### config.mk
export PLATFORM = sky130hd
export DESIGN_NAME = apb_extmem_bridge
export DESIGN_NICKNAME = d
export VERILOG_FILES = /design/src/rtl/extmem_bridge_pkg.sv /design/src/rtl/extmem_bridge_ctrl.sv /design/src/rtl/extmem_bridge_datapath.sv /design/src/rtl/apb_extmem_bridge.sv
export SDC_FILE = /design/constraint.sdc
export NUM_CORES = 1
export LEC_CHECK = 0
export ABC_CLOCK_PERIOD_IN_PS = 3100
export BUFFER_PORTS_ARGS = -buffer_cell sky130_fd_sc_hd__buf_2
export CAP_MARGIN = 0
export CORE_AREA = 3 3 83 85
export DETAILED_ROUTE_END_ITERATION = 10
export DIE_AREA = 0 0 86 88
export PLACE_DENSITY_LB_ADDON = 0.15
export SLEW_MARGIN = 20
export SYNTH_ARGS = -nofsm -noshare
export SYNTH_HDL_FRONTEND = slang
export SYNTH_HIERARCHICAL = 1
export SYNTH_SLANG_ARGS = --single-unit
### constraint.sdc
create_clock -name clk -period 3.1 [get_ports clk]
set_input_delay 0.155 -clock clk [delete_from_list [all_inputs] [get_ports clk]]
set_output_delay 0.155 -clock clk [all_outputs]
set_load 0.005 [all_outputs]
### src/rtl/extmem_bridge_pkg.sv
`timescale 1ns/1ps
package extmem_bridge_pkg;
  localparam int WIN_CNT = 2;

  // access kind of a window, selects the acknowledge that clears its outstanding flag
  localparam logic [1:0] KIND_RW = 2'd0;
  localparam logic [1:0] KIND_RO = 2'd1;
  localparam logic [1:0] KIND_WO = 2'd2;

  typedef struct packed {
    logic               access;   // APB access phase active
    logic               done;     // transfer completes this cycle
    logic [WIN_CNT-1:0] inflight; // outstanding request per window
  } ctrlStrobes_t;
endpackage

### src/rtl/extmem_bridge_ctrl.sv
`timescale 1ns/1ps
module extmem_bridge_ctrl
  import extmem_bridge_pkg::*;
#(
  parameter logic [WIN_CNT-1:0]      WIN_ERR_EN = 2'b01,
  parameter logic [WIN_CNT-1:0][1:0] WIN_KIND   = {KIND_RW, KIND_RW}
) (
  input  logic               clk,
  input  logic               rst,
  input  logic               psel,
  input  logic               penable,
  input  logic [WIN_CNT-1:0] winHit,
  input  logic               noHit,
  input  logic [WIN_CNT-1:0] memRdAck,
  input  logic [WIN_CNT-1:0] memWrAck,
  output logic [WIN_CNT-1:0] memReq,
  output ctrlStrobes_t       ctrl
);
  logic busy;
  logic accessPhase;
  logic decodeStrb;
  logic selAck;
  logic xferDone;
  logic [WIN_CNT-1:0] inflight;

  assign accessPhase = psel & penable;
  assign decodeStrb  = accessPhase & ~busy;
  assign memReq      = winHit & {WIN_CNT{decodeStrb}};
  assign selAck      = |(winHit & (memRdAck | memWrAck));
  assign xferDone    = accessPhase & (noHit | selAck);

  always_ff @(posedge clk) begin
    if (rst) begin
      busy <= 1'b0;
    end else if (xferDone) begin
      busy <= 1'b0;
    end else if (decodeStrb) begin
      busy <= 1'b1;
    end
  end

  for (genvar i = 0; i < WIN_CNT; i++) begin : g_win
    if (WIN_ERR_EN[i]) begin : g_track
      logic clrAck;
      if (WIN_KIND[i] == KIND_RO) begin : g_ro
        assign clrAck = memRdAck[i];
      end else if (WIN_KIND[i] == KIND_WO) begin : g_wo
        assign clrAck = memWrAck[i];
      end else begin : g_rw
        assign clrAck = memRdAck[i] | memWrAck[i];
      end

      always_ff @(posedge clk) begin
        if (rst) begin
          inflight[i] <= 1'b0;
        end else if (clrAck) begin
          inflight[i] <= 1'b0;
        end else if (memReq[i]) begin
          inflight[i] <= 1'b1;
        end
      end
    end else begin : g_none
      assign inflight[i] = 1'b0;
    end
  end

  always_comb begin
    ctrl          = '0;
    ctrl.access   = accessPhase;
    ctrl.done     = xferDone;
    ctrl.inflight = inflight;
  end
endmodule

### src/rtl/extmem_bridge_datapath.sv
`timescale 1ns/1ps
module extmem_bridge_datapath
  import extmem_bridge_pkg::*;
#(
  parameter int                              ADDR_W         = 20,
  parameter int                              DATA_W         = 32,
  parameter logic [WIN_CNT-1:0][ADDR_W-1:0]  WIN_BASE       = {20'h60000, 20'h40000},
  parameter logic [WIN_CNT-1:0][4:0]         WIN_WORDS_LOG2 = {5'd12, 5'd15},
  parameter logic [WIN_CNT-1:0]              WIN_ERR_EN     = 2'b01
) (
  input  logic [ADDR_W-1:0]              paddr,
  input  logic                           pwrite,
  input  logic [DATA_W-1:0]              pwdata,
  input  ctrlStrobes_t                   ctrl,
  input  logic [WIN_CNT-1:0]             memRdAck,
  input  logic [WIN_CNT-1:0]             memWrAck,
  input  logic [WIN_CNT-1:0][DATA_W-1:0] memRdData,
  input  logic [WIN_CNT-1:0]             memRdErr,
  input  logic [WIN_CNT-1:0]             memWrErr,
  output logic [WIN_CNT-1:0]             winHit,
  output logic                           noHit,
  output logic [ADDR_W-3:0]              memAddr,
  output logic                           memWrite,
  output logic [DATA_W-1:0]              memWdata,
  output logic [DATA_W-1:0]              prdata,
  output logic                           pready,
  output logic                           pslverr
);
  localparam int OFF_W = ADDR_W - 2;

  logic [WIN_CNT-1:0][OFF_W-1:0] winOff;
  logic [WIN_CNT-1:0]            rdQual;
  logic [WIN_CNT-1:0]            wrQual;

  for (genvar i = 0; i < WIN_CNT; i++) begin : g_win
    localparam int SPAN_LOG2 = int'(WIN_WORDS_LOG2[i]) + 2;
    logic [ADDR_W-1:0] byteOff;

    assign byteOff   = paddr - WIN_BASE[i];
    assign winHit[i] = (paddr >= WIN_BASE[i]) && ((byteOff >> SPAN_LOG2) == '0);
    assign winOff[i] = byteOff[ADDR_W-1:2];

    if (WIN_ERR_EN[i]) begin : g_err
      assign rdQual[i] = memRdAck[i] & memRdErr[i] & ctrl.inflight[i];
      assign wrQual[i] = memWrAck[i] & memWrErr[i];
    end else begin : g_noerr
      assign rdQual[i] = 1'b0;
      assign wrQual[i] = 1'b0;
    end
  end

  assign noHit = ~|winHit;

  always_comb begin
    logic [DATA_W-1:0] rdSel;
    memAddr = '0;
    rdSel   = '0;
    for (int i = 0; i < WIN_CNT; i++) begin
      if (winHit[i]) begin
        memAddr = memAddr | winOff[i];
        rdSel   = rdSel | memRdData[i];
      end
    end
    prdata = (ctrl.done && !pwrite) ? rdSel : '0;
  end

  assign memWrite = pwrite;
  assign memWdata = pwdata;
  assign pready   = ctrl.done;
  assign pslverr  = ctrl.done & |(winHit & (rdQual | wrQual));
endmodule

### src/rtl/apb_extmem_bridge.sv
`timescale 1ns/1ps
module apb_extmem_bridge
  import extmem_bridge_pkg::*;
#(
  parameter int                              ADDR_W         = 20,
  parameter int                              DATA_W         = 32,
  parameter logic [WIN_CNT-1:0][ADDR_W-1:0]  WIN_BASE       = {20'h60000, 20'h40000},
  parameter logic [WIN_CNT-1:0][4:0]         WIN_WORDS_LOG2 = {5'd12, 5'd15},
  parameter logic [WIN_CNT-1:0]              WIN_ERR_EN     = 2'b01,
  parameter logic [WIN_CNT-1:0][1:0]         WIN_KIND       = {KIND_RW, KIND_RW}
) (
  input  logic                           clk,
  input  logic                           rst,
  input  logic                           psel,
  input  logic                           penable,
  input  logic                           pwrite,
  input  logic [ADDR_W-1:0]              paddr,
  input  logic [DATA_W-1:0]              pwdata,
  output logic [DATA_W-1:0]              prdata,
  output logic                           pready,
  output logic                           pslverr,
  output logic [WIN_CNT-1:0]             memReq,
  output logic [ADDR_W-3:0]              memAddr,
  output logic                           memWrite,
  output logic [DATA_W-1:0]              memWdata,
  input  logic [WIN_CNT-1:0]             memRdAck,
  input  logic [WIN_CNT-1:0]             memWrAck,
  input  logic [WIN_CNT-1:0][DATA_W-1:0] memRdData,
  input  logic [WIN_CNT-1:0]             memRdErr,
  input  logic [WIN_CNT-1:0]             memWrErr
);
  ctrlStrobes_t       ctrlBus;
  logic [WIN_CNT-1:0] winHit;
  logic               noHit;

  extmem_bridge_ctrl #(
    .WIN_ERR_EN (WIN_ERR_EN),
    .WIN_KIND   (WIN_KIND)
  ) i_ctrl (
    .clk      (clk),
    .rst      (rst),
    .psel     (psel),
    .penable  (penable),
    .winHit   (winHit),
    .noHit    (noHit),
    .memRdAck (memRdAck),
    .memWrAck (memWrAck),
    .memReq   (memReq),
    .ctrl     (ctrlBus)
  );

  extmem_bridge_datapath #(
    .ADDR_W         (ADDR_W),
    .DATA_W         (DATA_W),
    .WIN_BASE       (WIN_BASE),
    .WIN_WORDS_LOG2 (WIN_WORDS_LOG2),
    .WIN_ERR_EN     (WIN_ERR_EN)
  ) i_datapath (
    .paddr     (paddr),
    .pwrite    (pwrite),
    .pwdata    (pwdata),
    .ctrl      (ctrlBus),
    .memRdAck  (memRdAck),
    .memWrAck  (memWrAck),
    .memRdData (memRdData),
    .memRdErr  (memRdErr),
    .memWrErr  (memWrErr),
    .winHit    (winHit),
    .noHit     (noHit),
    .memAddr   (memAddr),
    .memWrite  (memWrite),
    .memWdata  (memWdata),
    .prdata    (prdata),
    .pready    (pready),
    .pslverr   (pslverr)
  );
endmodule

Word-level counts from Yosys, hierarchy flattened
Cells that the tools add are included.
Widths: inputs -> output; s select.
- bitwise operators: 17
- add/sub/neg operators: 2
- magnitude comparators: 2
- muxes and demuxes: 5
- reductions and logical operators: 12
- operators by type and width (kind ; number):
    $mux 32 ; 3
    $ge 20x19->1 const B ; 2
    $logic_not 20->1 ; 2
    $sub 20x19->20 const B ; 2
    $mux 18 ; 2
    $or 32x32->32 ; 1
    $or 18x18->18 ; 1
    $reduce_or 2->1 ; 5
    $and 1x1->1 ; 7
    $and 2x2->2 ; 3
    $logic_and 1x1->1 ; 3
    $or 1x1->1 ; 3
    $logic_not 1->1 ; 2
    $or 2x2->2 ; 1
    $not 1->1 ; 1
- logic and storage cells: 40
- flip-flop bits (word level): 2
- output and inout bits: 87
- input port bits: 129

Depth between registers and ports, before layout
Gate-level depths: netlist (run 1).
- depth after elaboration: 9
- depth in mapped cells: 14
- mapped depth without buffers: 11

Modules after synthesis
The synthesis (run 1) kept the hierarchy.
- by module, submodules not included (module ; instances ; cells an instance ; seq. area each (µm²) ; area each (µm²)):
    extmem_bridge_datapath ; 1 ; 122 ; 0.0 ; 977.2
    extmem_bridge_ctrl ; 1 ; 20 ; 40.0 ; 190.2

Worst setup path before layout (run 1)
No wires, ideal clock.
- path kind: input to output
- start: input port paddr[19]
- end: output port prdata[0]
- arrival time: 2309 ps
- stages on the path: 14
- required time: 2945 ps
- path buffers: 3
- slack: 636 ps
- cell sequence: inv_1 > ha_1 > and3b_1 > o2111a_2 > a211oi_2 > buf_4 > inv_1 > a31oi_1 > buf_4 > and2b_2 > nand3_1 > o21ai_2 > buf_2 > a22o_1
- cells in the longest elaborated chain, start to end: 9
- elaborated cells on any way between the ends: 19
- classes of those cells: 2 x add/sub; 2 x order compare; 3 x mux; 4 x bitwise; 8 x reduce/logical
- ends and longest elaborated chain (what ; RTL line ; source):
    start: declaration ; apb_extmem_bridge.sv:17 ; input logic [ADDR_W-1:0] paddr,
    $sub 20x19->20 ; extmem_bridge_datapath.sv:39 ; assign byteOff = paddr - WIN_BASE[i];
    $logic_not 20->1 ; extmem_bridge_datapath.sv:40 ; assign winHit[i] = (paddr >= WIN_BASE[i]) && ((byteOff >> SPAN_LOG2) == '0);
    $logic_and 1x1->1 (*) ; extmem_bridge_datapath.sv:40 ;
    via winHit[1] ; apb_extmem_bridge.sv:33 ; logic [WIN_CNT-1:0] winHit;
    $reduce_or 2->1 (*) ; extmem_bridge_datapath.sv:52 ; assign noHit = ~|winHit;
    $logic_not 1->1 (*) ; extmem_bridge_datapath.sv:52 ;
    via noHit ; apb_extmem_bridge.sv:34 ; logic noHit;
    $or 1x1->1 (*) ; extmem_bridge_ctrl.sv:30 ; assign xferDone = accessPhase & (noHit | selAck);
    $and 1x1->1 (*) ; extmem_bridge_ctrl.sv:30 ;
    via i_ctrl.xferDone ; extmem_bridge_ctrl.sv:23 ; logic xferDone;
    $logic_and 1x1->1 (*) ; extmem_bridge_datapath.sv:64 ; prdata = (ctrl.done && !pwrite) ? rdSel : '0;
    $mux 32 (*) ; extmem_bridge_datapath.sv:64 ;
    end: declaration ; apb_extmem_bridge.sv:19 ; output logic [DATA_W-1:0] prdata,
The timed path passes the listed nets; every way through them passes the cells marked *.

Worst setup path in the final report (run 1)
- start: input port paddr[19]
- end: output port prdata[21]
- cells in the longest elaborated chain, start to end: 9
- elaborated cells on any way between the ends: 19
- classes of those cells: 2 x add/sub; 2 x order compare; 3 x mux; 4 x bitwise; 8 x reduce/logical
- ends and longest elaborated chain (what ; RTL line):
    $sub 20x19->20 ; extmem_bridge_datapath.sv:39
    $logic_not 20->1 ; extmem_bridge_datapath.sv:40
    $logic_and 1x1->1 (*) ; extmem_bridge_datapath.sv:40
    via winHit[1] ; apb_extmem_bridge.sv:33
    $reduce_or 2->1 (*) ; extmem_bridge_datapath.sv:52
    $logic_not 1->1 (*) ; extmem_bridge_datapath.sv:52
    via noHit ; apb_extmem_bridge.sv:34
    $or 1x1->1 (*) ; extmem_bridge_ctrl.sv:30
    $and 1x1->1 (*) ; extmem_bridge_ctrl.sv:30
    $logic_and 1x1->1 (*) ; extmem_bridge_datapath.sv:64
    $mux 32 (*) ; extmem_bridge_datapath.sv:64
Marked as above.

==> metrics.txt, run 1 <==
# TYPE chip_impl_metric gauge
chip_impl_info{name="top_library_cells_by_usage_in_the_layout_fill_and_taps_aside",value="sky130_fd_sc_hd__buf_2, sky130_fd_sc_hd__a22o_1, sky130_fd_sc_hd__nor2b_2"} 1
chip_impl_metric{name="remaining_antenna_violation_count",unit=""} 0
chip_impl_metric{name="share_of_final_layout_standard_cells_stronger_than_drive_strength_1",unit="%"} 69.76
chip_impl_metric{name="final_min_period_over_clock_period",unit="%"} 85.76
chip_impl_metric{name="worstPathMaxFanout",unit=""} 32
chip_impl_info{name="worst_hold_path_type",value="in -> reg"} 1
chip_impl_metric{name="initial_utilization",unit="%"} 18.24
chip_impl_info{name="worstSetupEndpointType",value="primary output"} 1
chip_impl_metric{name="worstRegToRegCells",unit=""} 2
chip_impl_metric{name="fin_nets",unit=""} 383
chip_impl_metric{name="numPortBuffers",unit=""} 148
chip_impl_metric{name="finClkSkew",unit="ns"} 0.0004815
chip_impl_metric{name="via_per_inst",unit=""} 4.357
chip_impl_metric{name="design.core.area",unit="um^2"} 6277
chip_impl_metric{name="number_of_warnings_printed_during_yosys_synthesis",unit=""} 6
chip_impl_metric{name="multiInputGateArea",unit="um^2"} 744.5
chip_impl_info{name="clockRootBuffer",value="sky130_fd_sc_hd__clkbuf_8"} 1
chip_impl_metric{name="peakVddDrop",unit="mV"} 0.1634
chip_impl_metric{name="timing.critical_path.required",unit="ns"} 2.94
chip_impl_metric{name="via_count_of_the_first_global_routing_pass",unit=""} 1356
chip_impl_metric{name="fmax",unit="MHz"} 376.2
chip_impl_metric{name="clock_latency",unit="ns"} 0.21
chip_impl_metric{name="first_pass_grt_wire_length",unit="um"} 6479
chip_impl_metric{name="antenna_violations_before_repair",unit=""} 0
chip_impl_metric{name="layout.area.seq",unit="um^2"} 40.04
chip_impl_metric{name="setup_violations",unit=""} 0
chip_impl_info{name="end_of_the_worst_register_to_register_path",value="i_ctrl/ctrl[0]"} 1
chip_impl_metric{name="die_area",unit="um^2"} 7568
chip_impl_metric{name="globalRouteOverflowTotal",unit=""} 0
chip_impl_metric{name="finalWeightedCongestion",unit=""} 0.7037
chip_impl_metric{name="cts-buffers-inserted",unit=""} 3
chip_impl_metric{name="clock_sink_count",unit=""} 2
chip_impl_metric{name="p_per_area",unit="nW/um^2"} 140.5
chip_impl_metric{name="cts.htree.levels",unit=""} 1
chip_impl_metric{name="finalHoldViolCount",unit=""} 0
chip_impl_metric{name="hold_buffers",unit=""} 0
chip_impl_info{name="critPathLaunchType",value="input port"} 1
chip_impl_metric{name="cts-resized-gates",unit=""} 0
chip_impl_metric{name="p_leak",unit="nW"} 1.068
chip_impl_metric{name="post_cts_buffers",unit=""} 0
chip_impl_info{name="tritoncts",value="yes"} 1
chip_impl_metric{name="switching_share",unit="%"} 27.44
chip_impl_metric{name="p_clk_share",unit="%"} 41.9
chip_impl_metric{name="power.sequential.fraction",unit="%"} 10.9
chip_impl_info{name="worst_r2r_startpoint",value="i_ctrl/busy"} 1
chip_impl_metric{name="top_level_ports",unit=""} 216
chip_impl_metric{name="cell_internal_pwr",unit="mW"} 0.1754
chip_impl_metric{name="rrSetupSlack",unit="ns"} 2.17
chip_impl_metric{name="postRouteWirelength",unit="um"} 4571
chip_impl_metric{name="growth_of_design_area_from_synthesis_to_finish",unit="%"} 50.27
chip_impl_metric{name="dieWidth",unit="um"} 86
chip_impl_metric{name="via_count",unit=""} 1416
chip_impl_metric{name="drt_first_iter_violations",unit=""} 29
chip_impl_info{name="grt_setup_unrepaired",value="false"} 1
chip_impl_info{name="whs_endpoint",value="i_ctrl/ctrl[0]"} 1
chip_impl_metric{name="die_height",unit="um"} 88
chip_impl_info{name="most_common_cell_after_layout_fill_and_taps_aside",value="sky130_fd_sc_hd__buf_2"} 1
chip_impl_metric{name="grt_max_degree",unit=""} 33
chip_impl_info{name="run_status",value="complete, no violations"} 1
chip_impl_metric{name="syn-cell-area",unit="um^2"} 1145
chip_impl_metric{name="timing.setup.tns",unit="ns"} 0
chip_impl_metric{name="maxCapViolCount",unit=""} 0
chip_impl_metric{name="net-switching-power",unit="mW"} 0.06635
chip_impl_metric{name="hold-path-cell-count",unit=""} 2
chip_impl_metric{name="fillerInstances",unit=""} 713
chip_impl_info{name="path_class",value="in -> out"} 1
chip_impl_metric{name="critical_path_arrival",unit="ns"} 2.50
chip_impl_metric{name="post_synthesis_cells",unit=""} 138
chip_impl_metric{name="avgSynthCellArea",unit="um^2"} 8.296
chip_impl_metric{name="global_route_usage_sum",unit="%"} 10.46
chip_impl_metric{name="timing.final.max_slew_violations",unit=""} 0
chip_impl_metric{name="drt-pass1-iter-count",unit=""} 4
chip_impl_metric{name="syn_nets",unit=""} 271
chip_impl_metric{name="route.detailed.wl_per_inst",unit="um"} 14.06
chip_impl_metric{name="totalPowerFinal",unit="mW"} 0.2418
chip_impl_metric{name="placement_rows",unit=""} 29
chip_impl_metric{name="insertedDiodeCount",unit=""} 0
chip_impl_metric{name="power_frac_comb",unit="%"} 47.2
chip_impl_metric{name="final.min_clock_period",unit="ns"} 2.658
chip_impl_metric{name="ctsLongestPathBuffers",unit=""} 2
chip_impl_metric{name="cts_clk_pin_slew_worst_paths",unit="ns"} 0.03
chip_impl_info{name="hold_path.startpoint",value="memWrAck[0]"} 1
chip_impl_metric{name="drt_drc_violations_left",unit=""} 0
-- stage by stage --
step	cells	setup slack [ns]	hold WS [ns]	util, %	cell area [um^2]
finish	325	0.4415	0.1552	27.41	1720
global route	325	0.2449	0.1579	27.41	1720
CTS	325	0.4288	0.1503	27.41	1720
detailed placement	322	0.4445	0.3100	26.75	1679
global placement	322	0.4274	0.3100	26.75	1679
floorplan	138	0.6362	0.2193	-	1145
-- worst max-delay path, cell delays in order --
cell	delay, ns
sky130_fd_sc_hd__buf_2	0.11
sky130_fd_sc_hd__inv_1	0.06
sky130_fd_sc_hd__ha_1	0.17
sky130_fd_sc_hd__and3b_1	0.18
sky130_fd_sc_hd__o2111a_2	0.30
sky130_fd_sc_hd__a211oi_2	0.23
sky130_fd_sc_hd__inv_1	0.07
sky130_fd_sc_hd__a31oi_1	0.24
sky130_fd_sc_hd__and2b_2	0.23
sky130_fd_sc_hd__nand3_1	0.08
sky130_fd_sc_hd__o21ai_2	0.18
sky130_fd_sc_hd__buf_12	0.20
sky130_fd_sc_hd__a22o_1	0.18
sky130_fd_sc_hd__buf_2	0.12
-- power groups by stage --
| stage | sequential, mW | clock [mW] | combinational [mW] |
|---|---|---|---|
| 3_3_place_gp | 0.0268 | 0 | 0.114 |
| 6_report | 0.0265 | 0.101 | 0.114 |
| 4_1_cts | 0.0265 | 0.106 | 0.116 |
| 5_1_grt | 0.0265 | 0.110 | 0.128 |
| 3_5_place_dp | 0.0268 | 0 | 0.115 |
| 2_1_floorplan | 0.0267 | 0 | 0.0700 |
-- layer usage --
layer | wire [um] | track usage [%] | vias to the layer above
met4 | 0 | 1.727 | 0
met2 | 2258 | 19.06 | 119
met1 | 1606 | 11.15 | 606
li1 | - | - | 691
met3 | 706 | 4.986 | 0
met5 | 0 | 0 | -
-- final cells by class --
| type | count | share of cell area [%] |
|---|---|---|
| Multi-Input combinational cell | 86 | 43.27 |
| Clock buffer | 3 | 2.400 |
| Timing Repair Buffer | 151 | 45.09 |
| Inverter | 6 | 1.309 |
| Tap cell | 77 | 5.600 |
| Sequential cell | 2 | 2.327 |
-- worst max-delay path by stage --
stage                          from          to  slack (ns)
after floorplan           paddr[19]   prdata[0]        0.64
after global placement    paddr[14]  prdata[31]        0.43
after detailed placement  paddr[19]  prdata[31]        0.44
after CTS                 paddr[14]  prdata[31]        0.43
after global routing       paddr[3]   prdata[0]        0.24
final                     paddr[19]  prdata[21]        0.44
-- sequential cells by signal, summed over array words and instances, names as in the netlist --
name	cells
i_ctrl/busy	1
i_ctrl/ctrl	1
Power figures use the tool's default switching activity.
==> inputs of run 2 (changes only) <==
==> constraint.sdc (replaced) <==
create_clock -name clk -period 3.1 [get_ports clk]
set_input_delay 0.62 -clock clk [delete_from_list [all_inputs] [get_ports clk]]
set_output_delay 0.62 -clock clk [all_outputs]
set_load 0.005 [all_outputs]
==> run 2 against run 1 <==
Net effect:
- the flow now finishes with violations (setup timing)
- global-route usage up 1.5 points
- critical endpoint is now prdata[12]
- critical path depth up 1
- clock-buffer cell count unchanged
- sequential share of layout area down 0.44 points
- die area unchanged
- fmax down 21%
- worst setup slack worse by 0.72 ns
- non-clock buffer count up 21
- design area up 24%
- clock skew about the same
==> metrics.txt, run 2 (synthesis results as in run 1) <==
# TYPE chip_impl_metric gauge
chip_impl_metric{name="clock_latency",unit="ns"} 0.21
chip_impl_metric{name="placement_rows",unit=""} 29
chip_impl_metric{name="drt-pass1-iter-count",unit=""} 4
chip_impl_metric{name="fin_nets",unit=""} 404
chip_impl_metric{name="peakVddDrop",unit="mV"} 0.1595
chip_impl_info{name="top_library_cells_by_usage_in_the_layout_fill_and_taps_aside",value="sky130_fd_sc_hd__buf_2, sky130_fd_sc_hd__a22o_1, sky130_fd_sc_hd__buf_4"} 1
chip_impl_info{name="critical_path.startpoint",value="paddr[19]"} 1
chip_impl_metric{name="postRouteWirelength",unit="um"} 5062
chip_impl_metric{name="top_level_ports",unit=""} 216
chip_impl_metric{name="hold-path-cell-count",unit=""} 2
chip_impl_info{name="worst_r2r_startpoint",value="i_ctrl/busy"} 1
chip_impl_metric{name="p_leak",unit="nW"} 1.225
chip_impl_info{name="path_class",value="in -> out"} 1
chip_impl_metric{name="via_count_of_the_first_global_routing_pass",unit=""} 1459
chip_impl_metric{name="rrSetupSlack",unit="ns"} 2.15
chip_impl_metric{name="cts_clk_pin_slew_worst_paths",unit="ns"} 0.03
chip_impl_info{name="worstSetupEndpointType",value="primary output"} 1
chip_impl_metric{name="finalHoldViolCount",unit=""} 0
chip_impl_metric{name="design.core.area",unit="um^2"} 6277
chip_impl_metric{name="timing.setup.tns",unit="ns"} -8.198
chip_impl_metric{name="insertedDiodeCount",unit=""} 0
chip_impl_metric{name="timing.final.max_slew_violations",unit=""} 0
chip_impl_metric{name="antenna_violations_before_repair",unit=""} 0
chip_impl_metric{name="dieWidth",unit="um"} 86
chip_impl_metric{name="route.detailed.wl_per_inst",unit="um"} 14.63
chip_impl_info{name="critPathLaunchType",value="input port"} 1
chip_impl_metric{name="maxCapViolCount",unit=""} 0
chip_impl_metric{name="inst_count_dp",unit=""} 335
chip_impl_info{name="violated_checks",value="setup timing"} 1
chip_impl_metric{name="fillerInstances",unit=""} 693
chip_impl_metric{name="worstPathMaxFanout",unit=""} 6
chip_impl_info{name="tritoncts",value="yes"} 1
chip_impl_metric{name="globalRouteOverflowTotal",unit=""} 0
chip_impl_metric{name="post-dp-hpwl",unit="um"} 4195
chip_impl_metric{name="finalWeightedCongestion",unit=""} 0.7781
chip_impl_metric{name="timing.critical_path.required",unit="ns"} 2.48
chip_impl_info{name="grt_setup_unrepaired",value="true"} 1
chip_impl_metric{name="p_per_area",unit="nW/um^2"} 127.3
chip_impl_info{name="whs_endpoint",value="i_ctrl/ctrl[0]"} 1
chip_impl_metric{name="totalPowerFinal",unit="mW"} 0.2708
chip_impl_metric{name="die_area",unit="um^2"} 7568
chip_impl_metric{name="finClkSkew",unit="ns"} 0.0001459
chip_impl_metric{name="via_per_inst",unit=""} 4.324
chip_impl_info{name="clockRootBuffer",value="sky130_fd_sc_hd__clkbuf_8"} 1
chip_impl_metric{name="hold_buffers",unit=""} 0
chip_impl_metric{name="cts.htree.levels",unit=""} 1
chip_impl_metric{name="layout_setup_ws",unit="ns"} -0.2796
chip_impl_metric{name="drt_first_iter_violations",unit=""} 30
chip_impl_metric{name="ctsLongestPathBuffers",unit=""} 2
chip_impl_metric{name="grt_max_degree",unit=""} 33
chip_impl_metric{name="postPlaceCellArea",unit="um^2"} 1839
chip_impl_metric{name="remaining_antenna_violation_count",unit=""} 0
chip_impl_metric{name="cts-buffers-inserted",unit=""} 3
chip_impl_metric{name="initial_utilization",unit="%"} 18.24
chip_impl_info{name="end_of_the_worst_register_to_register_path",value="i_ctrl/ctrl[0]"} 1
chip_impl_metric{name="die_height",unit="um"} 88
chip_impl_metric{name="drt_drc_violations_left",unit=""} 0
chip_impl_metric{name="worstRegToRegCells",unit=""} 2
chip_impl_metric{name="first_pass_grt_wire_length",unit="um"} 7279
chip_impl_metric{name="growth_of_design_area_from_synthesis_to_finish",unit="%"} 85.79
chip_impl_metric{name="critical_path_arrival",unit="ns"} 2.76
chip_impl_metric{name="share_of_final_layout_standard_cells_stronger_than_drive_strength_1",unit="%"} 77.70
chip_impl_metric{name="area_of_all_placed_cells_without_fillers",unit="um^2"} 2127
chip_impl_metric{name="fmax",unit="MHz"} 295.9
chip_impl_info{name="worst_hold_path_type",value="reg -> reg"} 1
chip_impl_metric{name="instances_no_fill",unit=""} 346
chip_impl_info{name="most_common_cell_after_layout_fill_and_taps_aside",value="sky130_fd_sc_hd__buf_2"} 1
chip_impl_metric{name="numPortBuffers",unit=""} 148
chip_impl_metric{name="via_count",unit=""} 1496
chip_impl_metric{name="final.min_clock_period",unit="ns"} 3.380
chip_impl_metric{name="final_min_period_over_clock_period",unit="%"} 109.0
chip_impl_metric{name="global_route_usage_sum",unit="%"} 11.93
chip_impl_info{name="hold_path.startpoint",value="i_ctrl/ctrl[0]"} 1
chip_impl_metric{name="clock_sink_count",unit=""} 2
chip_impl_metric{name="hold_ws",unit="ns"} 0.5108
chip_impl_info{name="run_status",value="finished, violations left"} 1
chip_impl_metric{name="setup_violations",unit=""} 32
run 2: cell count changes in the layout (fill, tap and decap cells not counted), moves of 3 or more:
cell and delta:
sky130_fd_sc_hd__ha_1 -3, sky130_fd_sc_hd__buf_16 +3, sky130_fd_sc_hd__inv_1 -3, sky130_fd_sc_hd__buf_4 +14
sky130_fd_sc_hd__buf_2 -3, sky130_fd_sc_hd__ha_4 +3
run 2: power breakdown:
part           total (mW)  internal (mW)  switching (mW)
combinational       0.143         0.0854          0.0571
clock               0.102         0.0820          0.0198
sequential         0.0265         0.0263        0.000196
total               0.271          0.194          0.0771
run 2: cell type report:
type / instances / area (um^2) / area share (%)
clock buffers: 3 / 41.29 / 1.941
repair buffers: 172 / 1066 / 50.12
multi-input cells: 86 / 853.3 / 40.12
inverters: 6 / 30.03 / 1.412
well taps: 77 / 96.34 / 4.529
flip-flops and latches: 2 / 40.04 / 1.882
run 2: metrics by stage:
stage / setup WS (ns) / util [%]
6_report: -0.2796 / 33.88
5_1_grt: -0.4280 / 33.88
4_1_cts: -0.3479 / 33.11
3_5_place_dp: -0.3897 / 29.30
3_3_place_gp: -0.3985 / 29.30
2_1_floorplan: -0.1609 / -
run 2: repair_timing:
item	in CTS	in global routing
cloned	3	1
pin swaps	9	7
endpoints found under the hold margin	0	0
endpoints found under the setup margin	32	32
resized for setup	22	5
setup buffers	5	0
run 2: worst max-delay path, stage by stage:
cell and delay (ns):
sky130_fd_sc_hd__buf_12 0.10, sky130_fd_sc_hd__inv_8 0.03, sky130_fd_sc_hd__ha_4 0.13, sky130_fd_sc_hd__and3b_1 0.16
sky130_fd_sc_hd__o2111a_2 0.28, sky130_fd_sc_hd__a211oi_4 0.19, sky130_fd_sc_hd__inv_2 0.07, sky130_fd_sc_hd__a31oi_4 0.16
sky130_fd_sc_hd__and2b_2 0.20, sky130_fd_sc_hd__nand3_2 0.09, sky130_fd_sc_hd__o21ai_4 0.20, sky130_fd_sc_hd__buf_12 0.15
sky130_fd_sc_hd__buf_12 0.11, sky130_fd_sc_hd__a22o_1 0.14, sky130_fd_sc_hd__buf_2 0.11
run 2: worst max path at each step:
stage	to
4_1_cts	prdata[12]
3_3_place_gp	prdata[29]
3_5_place_dp	prdata[29]
2_1_floorplan	prdata[0]
5_1_grt	prdata[12]
6_report	prdata[12]
run 2: per-layer routing:
layer	vias up	GRT usage, %	wire (um)
met2	100	23.13	2756
met4	0	3.022	41
met5	-	0	0
met3	7	2.352	516
met1	654	13.17	1748
li1	735	-	-
==> inputs of run 3 (changes only) <==
Settings changed: CORE_AREA 3 3 83 85 to 3 3 82 84, DIE_AREA 0 0 86 88 to 0 0 85 87, SYNTH_HIERARCHICAL 1 to not set.
==> run 3 against run 2 <==
Net effect:
- the run now ends clean
- core utilization fell by 4.1 points
- design area fell by 16%
- sequential power rose by 3%
- total power fell by 9.1%
- largest cell class unchanged
==> metrics.txt, run 3 <==
# TYPE chip_impl_metric gauge
chip_impl_info{name="end_of_the_worst_register_to_register_path",value="i_ctrl.ctrl[0]"} 1
chip_impl_metric{name="synth-adder-area-share",unit="%"} 4.587
chip_impl_metric{name="async_reset_ff_share",unit="%"} 0
chip_impl_info{name="critPathCapture",value="prdata[4]"} 1
chip_impl_metric{name="share_of_the_synthesized_netlist_area_taken_by_xor_and_xnor_gates",unit="%"} 0
chip_impl_metric{name="cts.htree.levels",unit=""} 1
chip_impl_info{name="netlist_top_cells_count",value="sky130_fd_sc_hd__buf_4, sky130_fd_sc_hd__a22o_2, sky130_fd_sc_hd__nor2b_1"} 1
chip_impl_metric{name="globalRouteOverflowTotal",unit=""} 0
chip_impl_metric{name="path_depth",unit=""} 11
chip_impl_metric{name="p_clk_share",unit="%"} 41.6
chip_impl_metric{name="drt_drc_violations_left",unit=""} 0
chip_impl_metric{name="p_per_area",unit="nW/um^2"} 138.0
chip_impl_metric{name="via_count_of_the_first_global_routing_pass",unit=""} 1241
chip_impl_metric{name="post_synthesis_cells",unit=""} 137
chip_impl_metric{name="net-switching-power",unit="mW"} 0.06976
chip_impl_metric{name="setup_violations",unit=""} 0
chip_impl_metric{name="initial_utilization",unit="%"} 18.21
chip_impl_metric{name="layout.area.seq",unit="um^2"} 40.04
chip_impl_metric{name="antenna_violations_before_repair",unit=""} 0
chip_impl_metric{name="die_height",unit="um"} 87
chip_impl_info{name="synth.area.top_cells",value="sky130_fd_sc_hd__a22o_2, sky130_fd_sc_hd__buf_4, sky130_fd_sc_hd__nor2b_1"} 1
chip_impl_metric{name="ctsLongestPathBuffers",unit=""} 2
chip_impl_metric{name="fin_nets",unit=""} 391
chip_impl_info{name="critical_path.cell_chain",value="buf_2 -> inv_1 -> ha_1 -> nand2_1 -> and3b_2 -> a21oi_4 -> a2111oi_4 -> buf_4 -> clkbuf_16 -> a22o_2 -> buf_2"} 1
chip_impl_metric{name="multiInputGateArea",unit="um^2"} 742.0
chip_impl_metric{name="finalWeightedCongestion",unit=""} 0.6957
chip_impl_info{name="worst_path_most_repeated_cell",value="sky130_fd_sc_hd__buf_2"} 1
chip_impl_metric{name="via_count",unit=""} 1427
chip_impl_metric{name="fillerInstances",unit=""} 659
chip_impl_metric{name="rrSetupSlack",unit="ns"} 2.36
chip_impl_metric{name="maxCapViolCount",unit=""} 0
chip_impl_metric{name="final.min_clock_period",unit="ns"} 3.016
chip_impl_metric{name="finClkSkew",unit="ns"} 0.0004440
chip_impl_metric{name="timing.critical_path.required",unit="ns"} 2.48
chip_impl_metric{name="fmax",unit="MHz"} 331.6
chip_impl_metric{name="dieWidth",unit="um"} 85
chip_impl_metric{name="number_of_warnings_printed_during_yosys_synthesis",unit=""} 0
chip_impl_info{name="worst_hold_path_type",value="reg -> reg"} 1
chip_impl_metric{name="cts-buffers-inserted",unit=""} 3
chip_impl_metric{name="synth.mux.area_fraction",unit="%"} 0
chip_impl_metric{name="postPlaceCellArea",unit="um^2"} 1699
chip_impl_metric{name="power.sequential.fraction",unit="%"} 11.2
chip_impl_metric{name="remaining_antenna_violation_count",unit=""} 0
chip_impl_metric{name="cp_slowest_stage_delay",unit="ns"} 0.30
chip_impl_metric{name="worstRegToRegCells",unit=""} 2
chip_impl_metric{name="critical_path_arrival",unit="ns"} 2.40
chip_impl_metric{name="simple_gate_fraction_of_synth_area",unit="%"} 22.02
chip_impl_metric{name="avgSynthCellArea",unit="um^2"} 7.964
chip_impl_metric{name="numPortBuffers",unit=""} 148
chip_impl_info{name="critPathLaunchType",value="input port"} 1
chip_impl_metric{name="hold_buffers",unit=""} 0
chip_impl_info{name="most_common_cell_after_layout_fill_and_taps_aside",value="sky130_fd_sc_hd__buf_2"} 1
chip_impl_metric{name="hold-path-cell-count",unit=""} 1
chip_impl_metric{name="switching_share",unit="%"} 28.35
chip_impl_metric{name="timing.final.max_slew_violations",unit=""} 0
chip_impl_metric{name="postRouteWirelength",unit="um"} 4785
chip_impl_metric{name="drt_first_iter_violations",unit=""} 34
chip_impl_metric{name="seq_area_frac_synth",unit="%"} 3.670
chip_impl_metric{name="via_per_inst",unit=""} 4.311
chip_impl_metric{name="first_pass_grt_wire_length",unit="um"} 6499
chip_impl_metric{name="top_level_ports",unit=""} 216
chip_impl_metric{name="placement_rows",unit=""} 28
chip_impl_info{name="top_library_cells_by_usage_in_the_layout_fill_and_taps_aside",value="sky130_fd_sc_hd__buf_2, sky130_fd_sc_hd__a22o_2, sky130_fd_sc_hd__nor2b_1"} 1
chip_impl_info{name="critical_path.top_delay_family",value="buffers and inverters"} 1
chip_impl_metric{name="finalHoldViolCount",unit=""} 0
chip_impl_info{name="slowest_stage",value="sky130_fd_sc_hd__ha_1"} 1
chip_impl_metric{name="route.detailed.wl_per_inst",unit="um"} 14.46
chip_impl_metric{name="p_leak",unit="nW"} 1.042
chip_impl_metric{name="final_min_period_over_clock_period",unit="%"} 97.28
chip_impl_metric{name="insertedDiodeCount",unit=""} 0
chip_impl_metric{name="growth_of_design_area_from_synthesis_to_finish",unit="%"} 63.42
chip_impl_metric{name="timing.setup.tns",unit="ns"} 0
chip_impl_metric{name="syn-cell-area",unit="um^2"} 1091
chip_impl_metric{name="synth_compound_gate_area_share",unit="%"} 39.79
chip_impl_info{name="yosysMostFrequentCell",value="sky130_fd_sc_hd__buf_4"} 1
chip_impl_metric{name="clock_latency",unit="ns"} 0.21
chip_impl_info{name="clockRootBuffer",value="sky130_fd_sc_hd__clkbuf_8"} 1
chip_impl_info{name="dominant_combinational_cell_family_by_area_after_synthesis",value="compound AO/OA/AOI/OAI gates"} 1
chip_impl_metric{name="cts_clk_pin_slew_worst_paths",unit="ns"} 0.03
chip_impl_info{name="critical_path.startpoint",value="paddr[18]"} 1
chip_impl_metric{name="global_route_usage_sum",unit="%"} 10.69
chip_impl_info{name="path_class",value="in -> out"} 1
chip_impl_info{name="netlist.top_cell.by_area",value="sky130_fd_sc_hd__a22o_2"} 1
chip_impl_metric{name="peakVddDrop",unit="mV"} 0.2131
chip_impl_metric{name="die_area",unit="um^2"} 7395
chip_impl_metric{name="power_frac_comb",unit="%"} 47.3
chip_impl_metric{name="crit_buf_inv",unit=""} 5
chip_impl_info{name="grt_setup_unrepaired",value="false"} 1
chip_impl_metric{name="synth.ff_latch_count",unit=""} 2
chip_impl_metric{name="syn_nets",unit=""} 270
chip_impl_metric{name="synth_edf_count",unit=""} 0
chip_impl_info{name="synth_ff_type",value="sky130_fd_sc_hd__dfxtp_1"} 1
chip_impl_metric{name="post-dp-hpwl",unit="um"} 4030
chip_impl_info{name="worstSetupEndpointType",value="primary output"} 1
chip_impl_metric{name="area_of_all_placed_cells_without_fillers",unit="um^2"} 1783
chip_impl_info{name="tritoncts",value="yes"} 1
chip_impl_info{name="run_status",value="complete, no violations"} 1
chip_impl_metric{name="drt-pass1-iter-count",unit=""} 4
chip_impl_metric{name="clock_sink_count",unit=""} 2
chip_impl_metric{name="cell_internal_pwr",unit="mW"} 0.1763
chip_impl_info{name="worst_r2r_startpoint",value="i_ctrl.busy"} 1
chip_impl_metric{name="synthDominantCellAreaShare",unit="%"} 23.85
chip_impl_metric{name="design.core.area",unit="um^2"} 5991
chip_impl_metric{name="worstPathMaxFanout",unit=""} 16
chip_impl_metric{name="share_of_final_layout_standard_cells_stronger_than_drive_strength_1",unit="%"} 76.56
chip_impl_metric{name="grt_max_degree",unit=""} 33
chip_impl_metric{name="synth.lib_cells_used.distinct",unit=""} 35
run 3: layer usage:
metal | GRT usage [%] | wire length (um) | up-vias
met1 | 12.27 | 1759 | 622
met2 | 20.13 | 2605 | 69
met4 | 4.460 | 79 | 0
met5 | 0 | 0 | -
met3 | 0.9461 | 340 | 18
li1 | - | - | 718
run 3: logic make-up (layout without fill, tap and decap cells):
group / Yosys count / in the layout
and+or+nand+nor: 40 / 40
DFF: 2 / 2
other: 1 / 1
buffers and inverters: 45 / 164
adders and majority gates: 4 / 4
AOI/OAI and AO/OA: 45 / 45
run 3: per-stage QoR:
step | std cells | setup WS, ns | power [mW] | utilization, % | hold WS [ns]
floorplan | 137 | 0.4061 | 0.09440 | - | 0.4405
global placement | 326 | 0.05580 | 0.1435 | 28.36 | 0.4763
detailed placement | 326 | 0.08867 | 0.1433 | 28.36 | 0.4666
CTS | 329 | 0.07150 | 0.2495 | 29.05 | 0.4729
global route | 331 | 0.001822 | 0.2626 | 29.76 | 0.5079
finish | 331 | 0.08441 | 0.2461 | 29.76 | 0.4721
run 3: worst min path at each step:
stage | from | to | slack, ns
final | i_ctrl.ctrl[0] | i_ctrl.ctrl[0] | 0.47
after global routing | i_ctrl.ctrl[0] | i_ctrl.ctrl[0] | 0.51
after CTS | i_ctrl.ctrl[0] | i_ctrl.ctrl[0] | 0.47
after detailed placement | i_ctrl.ctrl[0] | i_ctrl.ctrl[0] | 0.47
after global placement | i_ctrl.ctrl[0] | i_ctrl.ctrl[0] | 0.48
after floorplan | i_ctrl.ctrl[0] | i_ctrl.ctrl[0] | 0.44
run 3: what timing repair did:
| item | in CTS | in global routing |
|---|---|---|
| setup endpoints to repair | 0 | 16 |
| resized for setup | 0 | 3 |
| setup buffers | 0 | 1 |
run 3: layout make-up:
cell class / instances / share of cell area [%]
clock buffers: 3 / 2.316
inverters: 4 / 0.8421
multi-input cells: 90 / 41.61
flip-flops and latches: 2 / 2.246
well taps: 75 / 5.263
repair buffers: 157 / 47.72
run 3: worst reg2reg max path, stage by stage (launching register included):
cell	delay, ns
sky130_fd_sc_hd__dfxtp_1	0.31
sky130_fd_sc_hd__nor3_1	0.24
sky130_fd_sc_hd__o21a_1	0.13
run 3: power by group through the flow:
stage / Clock (mW) / Sequential (mW) / Combinational (mW)
6_report: 0.102 / 0.0274 / 0.116
5_1_grt: 0.106 / 0.0276 / 0.129
4_1_cts: 0.106 / 0.0274 / 0.116
3_5_place_dp: 0 / 0.0277 / 0.116
3_3_place_gp: 0 / 0.0278 / 0.116
2_1_floorplan: 0 / 0.0276 / 0.0668
